<file path="config.mk">
export PLATFORM = sky130hd
export DESIGN_NAME = cvs_reg
export DESIGN_NICKNAME = d
export VERILOG_FILES = /design/src/rtl/cvs_pkg.sv /design/src/rtl/cvs_flag.sv /design/src/rtl/cvs_ctrl.sv /design/src/rtl/cvs_irq.sv /design/src/rtl/cvs_reg.sv
export SDC_FILE = /design/constraint.sdc
export NUM_CORES = 1
export LEC_CHECK = 0
export CAP_MARGIN = 20
export CORE_AREA = 8 8 45 47
export DETAILED_ROUTE_END_ITERATION = 16
export DIE_AREA = 0 0 53 55
export PLACE_DENSITY = 0.6
export SETUP_SLACK_MARGIN = 0.3
export SYNTH_ARGS = -nofsm -noshare
export SYNTH_HDL_FRONTEND = slang
export SYNTH_SLANG_ARGS = --single-unit
</file>
<file path="constraint.sdc">
create_clock -name clk -period 1 [get_ports clk]
set_input_delay 0.15 -clock clk [delete_from_list [all_inputs] [get_ports clk]]
set_output_delay 0.15 -clock clk [all_outputs]
set_load 0.01 [all_outputs]
</file>
<file path="src/rtl/cvs_pkg.sv">
package cvs_pkg;
  localparam int unsigned CVS_DW        = 8;
  localparam int unsigned CVS_FLAG_POS  = 7;
  localparam int unsigned CVS_IEN_POS   = 6;
  localparam int unsigned CVS_MODE_POS  = 5;
  localparam logic [7:0]  CVS_ONES_MASK = 8'h08;

  typedef enum logic {
    MODE_SINGLE = 1'b0,
    MODE_SCAN   = 1'b1
  } cvs_mode_e;
endpackage

</file>
<file path="src/rtl/cvs_flag.sv">
module cvs_flag (
  input  logic clk,
  input  logic rst,
  input  logic rd_en,
  input  logic wr_en,
  input  logic wr_flag_bit,
  input  logic mode,
  input  logic chan_done,
  input  logic scan_done,
  input  logic dma_rd,
  input  logic dma_qual,
  output logic flag_q
);
  import cvs_pkg::*;

  logic mark_q;
  logic set_ev;
  logic sw_clr;
  logic dma_clr;

  // pick the completion source by mode
  assign set_ev  = (cvs_mode_e'(mode) == MODE_SCAN) ? scan_done : chan_done;
  assign sw_clr  = wr_en && !wr_flag_bit && mark_q;
  assign dma_clr = dma_rd && !dma_qual;

  always_ff @(posedge clk) begin
    if (rst) begin
      flag_q <= 1'b0;
    end else if (set_ev) begin
      flag_q <= 1'b1;  // set wins over any clear
    end else if (sw_clr || dma_clr) begin
      flag_q <= 1'b0;
    end
  end

  // remembers that software has seen the flag at 1
  always_ff @(posedge clk) begin
    if (rst) begin
      mark_q <= 1'b0;
    end else if (wr_en) begin
      mark_q <= 1'b0;
    end else if (rd_en && flag_q) begin
      mark_q <= 1'b1;
    end
  end

  assert_single_set_R4: assert property (@(posedge clk) disable iff (rst)
    (!mode && chan_done) |=> flag_q);

  assert_scan_set_R5: assert property (@(posedge clk) disable iff (rst)
    (mode && scan_done) |=> flag_q);

  assert_scan_ignore_R5: assert property (@(posedge clk) disable iff (rst)
    (!flag_q && mode && !scan_done) |=> !flag_q);

  assert_hold_unread_R6: assert property (@(posedge clk) disable iff (rst)
    (flag_q && !mark_q && !(dma_rd && !dma_qual)) |=> flag_q);

  assert_dma_clear_R8: assert property (@(posedge clk) disable iff (rst)
    (dma_rd && !dma_qual && !chan_done && !scan_done) |=> !flag_q);
endmodule

</file>
<file path="src/rtl/cvs_ctrl.sv">
module cvs_ctrl (
  input  logic clk,
  input  logic rst,
  input  logic wr_en,
  input  logic start_bit,
  input  logic wr_ien,
  input  logic wr_mode,
  output logic ien_q,
  output logic mode_q
);
  logic load;

  assign load = wr_en && !start_bit;

  always_ff @(posedge clk) begin
    if (rst) begin
      ien_q  <= 1'b0;
      mode_q <= 1'b0;
    end else if (load) begin
      ien_q  <= wr_ien;
      mode_q <= wr_mode;
    end
  end

  assert_lock_R11: assert property (@(posedge clk) disable iff (rst)
    start_bit |=> ($stable(ien_q) && $stable(mode_q)));

  assert_load_R3: assert property (@(posedge clk) disable iff (rst)
    (wr_en && !start_bit) |=> (ien_q == $past(wr_ien) && mode_q == $past(wr_mode)));
endmodule

</file>
<file path="src/rtl/cvs_irq.sv">
module cvs_irq (
  input  logic clk,
  input  logic rst,
  input  logic flag,
  input  logic ien,
  output logic irq_q
);
  always_ff @(posedge clk) begin
    if (rst) irq_q <= 1'b0;
    else     irq_q <= flag && ien;
  end

  assert_irq_on_R10: assert property (@(posedge clk) disable iff (rst)
    (flag && ien) |=> irq_q);

  assert_irq_off_R10: assert property (@(posedge clk) disable iff (rst)
    (!flag || !ien) |=> !irq_q);
endmodule

</file>
<file path="src/rtl/cvs_reg.sv">
module cvs_reg #(
  parameter int unsigned DW        = cvs_pkg::CVS_DW,
  parameter int unsigned FLAG_POS  = cvs_pkg::CVS_FLAG_POS,
  parameter int unsigned IEN_POS   = cvs_pkg::CVS_IEN_POS,
  parameter int unsigned MODE_POS  = cvs_pkg::CVS_MODE_POS,
  parameter logic [DW-1:0] ONES_MASK = DW'(cvs_pkg::CVS_ONES_MASK)
) (
  input  logic          clk,
  input  logic          rst,
  input  logic          rd_en,
  input  logic          wr_en,
  input  logic [DW-1:0] wr_data,
  input  logic          chan_done,
  input  logic          scan_done,
  input  logic          dma_rd,
  input  logic          dma_qual,
  input  logic          start_bit,
  output logic [DW-1:0] rd_data,
  output logic          scan_mode,
  output logic          irq
);
  localparam logic [DW-1:0] LIVE_MASK =
    (DW'(1) << FLAG_POS) | (DW'(1) << IEN_POS) | (DW'(1) << MODE_POS);
  localparam logic [DW-1:0] FIXED_ONES = ONES_MASK & ~LIVE_MASK;

  logic flag_q;
  logic ien_q;
  logic mode_q;

  cvs_flag u_flag (
    .clk         (clk),
    .rst         (rst),
    .rd_en       (rd_en),
    .wr_en       (wr_en),
    .wr_flag_bit (wr_data[FLAG_POS]),
    .mode        (mode_q),
    .chan_done   (chan_done),
    .scan_done   (scan_done),
    .dma_rd      (dma_rd),
    .dma_qual    (dma_qual),
    .flag_q      (flag_q)
  );

  cvs_ctrl u_ctrl (
    .clk       (clk),
    .rst       (rst),
    .wr_en     (wr_en),
    .start_bit (start_bit),
    .wr_ien    (wr_data[IEN_POS]),
    .wr_mode   (wr_data[MODE_POS]),
    .ien_q     (ien_q),
    .mode_q    (mode_q)
  );

  cvs_irq u_irq (
    .clk   (clk),
    .rst   (rst),
    .flag  (flag_q),
    .ien   (ien_q),
    .irq_q (irq)
  );

  // read value assembled bit by bit from flops and constants
  for (genvar i = 0; i < DW; i++) begin : g_rd
    if (i == FLAG_POS) begin : g_flag
      assign rd_data[i] = flag_q;
    end else if (i == IEN_POS) begin : g_ien
      assign rd_data[i] = ien_q;
    end else if (i == MODE_POS) begin : g_mode
      assign rd_data[i] = mode_q;
    end else begin : g_fixed
      assign rd_data[i] = FIXED_ONES[i];
    end
  end

  assign scan_mode = mode_q;

  assert_fixed_bits_R2: assert property (@(posedge clk) disable iff (rst)
    ((rd_data & ~LIVE_MASK) == FIXED_ONES));

  assert_mode_out_R3: assert property (@(posedge clk) disable iff (rst)
    scan_mode == rd_data[MODE_POS]);
endmodule

</file>
==> impl_metrics.toml, run 1 <==
[global_routing]
antenna_found_initial = 0
grt_max_degree = 6
overflow = 0
grt_pass1_wl_um = 1010
grtUsageTotal_pct = 5.08
grt_pass1_vias = 247

[drt]
wl_um = 704
drc = 0
post_drt_wl_per_cell_um = 11.0
vias_per_cell = 3.64
drtIter0Drc = 1
firstDrtPassIters = 3
vias = 233
ant_nets = 0

[critical_path]
critPathLaunch = "u_ctrl.mode_q"
path_cells = "buf_6"
startpoint_type = "flip-flop"
worstPathArrival_ns = 0.72
critical-path-max-stage-delay_ns = 0.35
cpLargestDelayFamily = "flip-flops"
cp.required_ns = 0.85
r2r-start = "u_ctrl.mode_q"
slowest_stage = "dfxtp_4"
path_max_fanout = 4
r2r_cells = 3
critical_path_buf_inv_count = 1
criticalPathCategory = "reg -> out"
end_kind = "primary output"
timing.critical_path.depth = 1

[timing]
rsz0062_at_grt = "yes"
post-route-min-period_ns = 0.865
skew_ns = 0.00109
timing.hold.ws_ns = 0.249
post-route-period-util_pct = 86.5
timing.fmax_mhz = 1160
setup_ws_ns = 0.135
slew_violations = 0
setup_violations = 0
hold_viol = 0

[floorplan]
initial_core_util_pct = 18.3
die_w_um = 53
num_rows = 14
die_area_mm2 = 0.00292
io_pins = 27
coreArea_mm2 = 0.00138
die_h_um = 55

[cts]
clk_latency_ns = 0.24
h-tree-depth = 1
hold_buffers = 0
cts_tree = "yes"
clock-sinks = 5
clockBufferDepth = 2
cts.clk_slew.worst_paths_ns = 0.04
numCtsBuffers = 3
cts_root_buf = "clkbuf_4"

[synth]
yosys_warnings = 0
synth_area_um2 = 253
synth-seq-cells = 5
synth.distinct_cells = 11
ys_seq_area_share_pct = 39.6
syn_inst = 29
syn_area_per_cell_um2 = 8.72

[pwr]
p_int_uw = 439
p_seq_share_pct = 38.1
combPwrFrac_pct = 20.7
clockPowerShare_pct = 41.2
ir_drop_mv = 0.644
power.density_mw_per_mm2 = 1250
swShare_pct = 23.4
leakage_uw = 0.000204
power_switching_uw = 134

[run_status]
status = "completed"

[layout]
fin_nets = 66
ff_latch_area_um2 = 106
final_cells = 64
fillCellCount = 157
layout_commonest_cell = "clkdlybuf4s50_1"
layout-drive-gt1-share_pct = 35.4
insertedDiodeCount = 0
most-common-layout-cells = "clkdlybuf4s50_1, buf_6, conb_1"
area_growth_pct = 81.7
fin_util_pct = 33.2
multiInputGateArea_um2 = 104

[placement]
dp.final_hpwl_um = 576
port_buffers = 16
routabilityCongestion = 0.675
pre_cts_ws_ns = -0.181
placed_cells = 60

[hold_path]
hp-class = "in -> reg"
hold_depth = 2
hold_path.startpoint = "wr_en"

[flow_run]
max_cap_viol_count = 0
## logic make-up (layout without fill, tap and decap cells)
logic type	Yosys count	in the layout	share of synthesized area [%]
other cells	2	5	2.97
mux	3	3	11.9
buf+inv	9	25	25.2
compound gates	3	3	7.43
simple gates	7	7	12.9
flops	5	5	39.6
## synth_stat cells
library cell	number	share of area [%]
dfxtp_1	5	40
a21oi_1	2	4.0
nand2_1	2	3.0
inv_1	1	1.5
and2b_2	1	3.5
conb_1	2	3.0
nor3_1	1	2.0
o221ai_1	1	3.5
mux2i_1	3	12
buf_4	8	24
nor2_1	3	4.5
## routing by layer
metal / part of all wire [%] / vias to the layer above / track usage [%]
li1: - / 118 / -
met1: 29 / 100 / 3.95
met2: 48 / 15 / 7.62
met3: 24 / 0 / 6.68
met4: 0 / 0 / 1.29
met5: 0 / - / 0
## power groups by stage
stage	logic (uW)	clock network (uW)	registers, uW
after detailed placement	114	0	217
after floorplan	55.1	0	219
after global placement	115	0	216
final	119	236	218
after CTS	118	249	217
after global routing	129	266	219
## sequential cells by signal, summed over array words and instances (netlist names)
register	count
u_ctrl.mode_q	1
u_irq.irq_q	1
u_flag.flag_q	1
u_ctrl.ien_q	1
u_flag.mark_q	1
## layout make-up
| class | instances | share of cell area [%] |
|---|---|---|
| Timing Repair Buffer | 20 | 43.3 |
| Sequential cell | 5 | 23.2 |
| Multi-Input combinational cell | 18 | 22.6 |
| Clock buffer | 4 | 5.72 |
| Tap cell | 16 | 4.36 |
| Inverter | 1 | 0.817 |
## metrics by stage
step	total power (uW)	instance area [um2]	TNS [ns]
after floorplan	274	268	0
after global placement	331	418	-0.456
after detailed placement	331	418	-0.509
after CTS	585	455	0
after global routing	614	459	0
final	572	459	0
## final timing paths
| check | endpoint | slack [ns] |
|---|---|---|
| setup reg to reg | u_flag.flag_q | 0.17 |
| setup / recovery | rd_data[5] | 0.13 |
| hold / removal | u_flag.mark_q | 0.25 |
| hold reg to reg | u_flag.mark_q | 0.52 |
## timing repair
item | 4_1_cts | 5_1_grt
buffers inserted | 0 | 0
endpoints found under the setup margin | 9 | 9
pin swaps | 2 | 3
gates cloned | 0 | 0
gates resized for setup | 31 | 1
No activity file was read; power rests on OpenSTA's default activity.
==> run 2: changes to the inputs <==
--- a/config.mk
+++ b/config.mk
@@ -5,7 +5,7 @@
 export SDC_FILE = /design/constraint.sdc
 export NUM_CORES = 1
 export LEC_CHECK = 0
-export CAP_MARGIN = 20
+export CAP_MARGIN = 10
 export CORE_AREA = 8 8 45 47
 export DETAILED_ROUTE_END_ITERATION = 16
 export DIE_AREA = 0 0 53 55
==> results of run 2 <==
Final layout, timing and power as in run 1 (identical DEF).
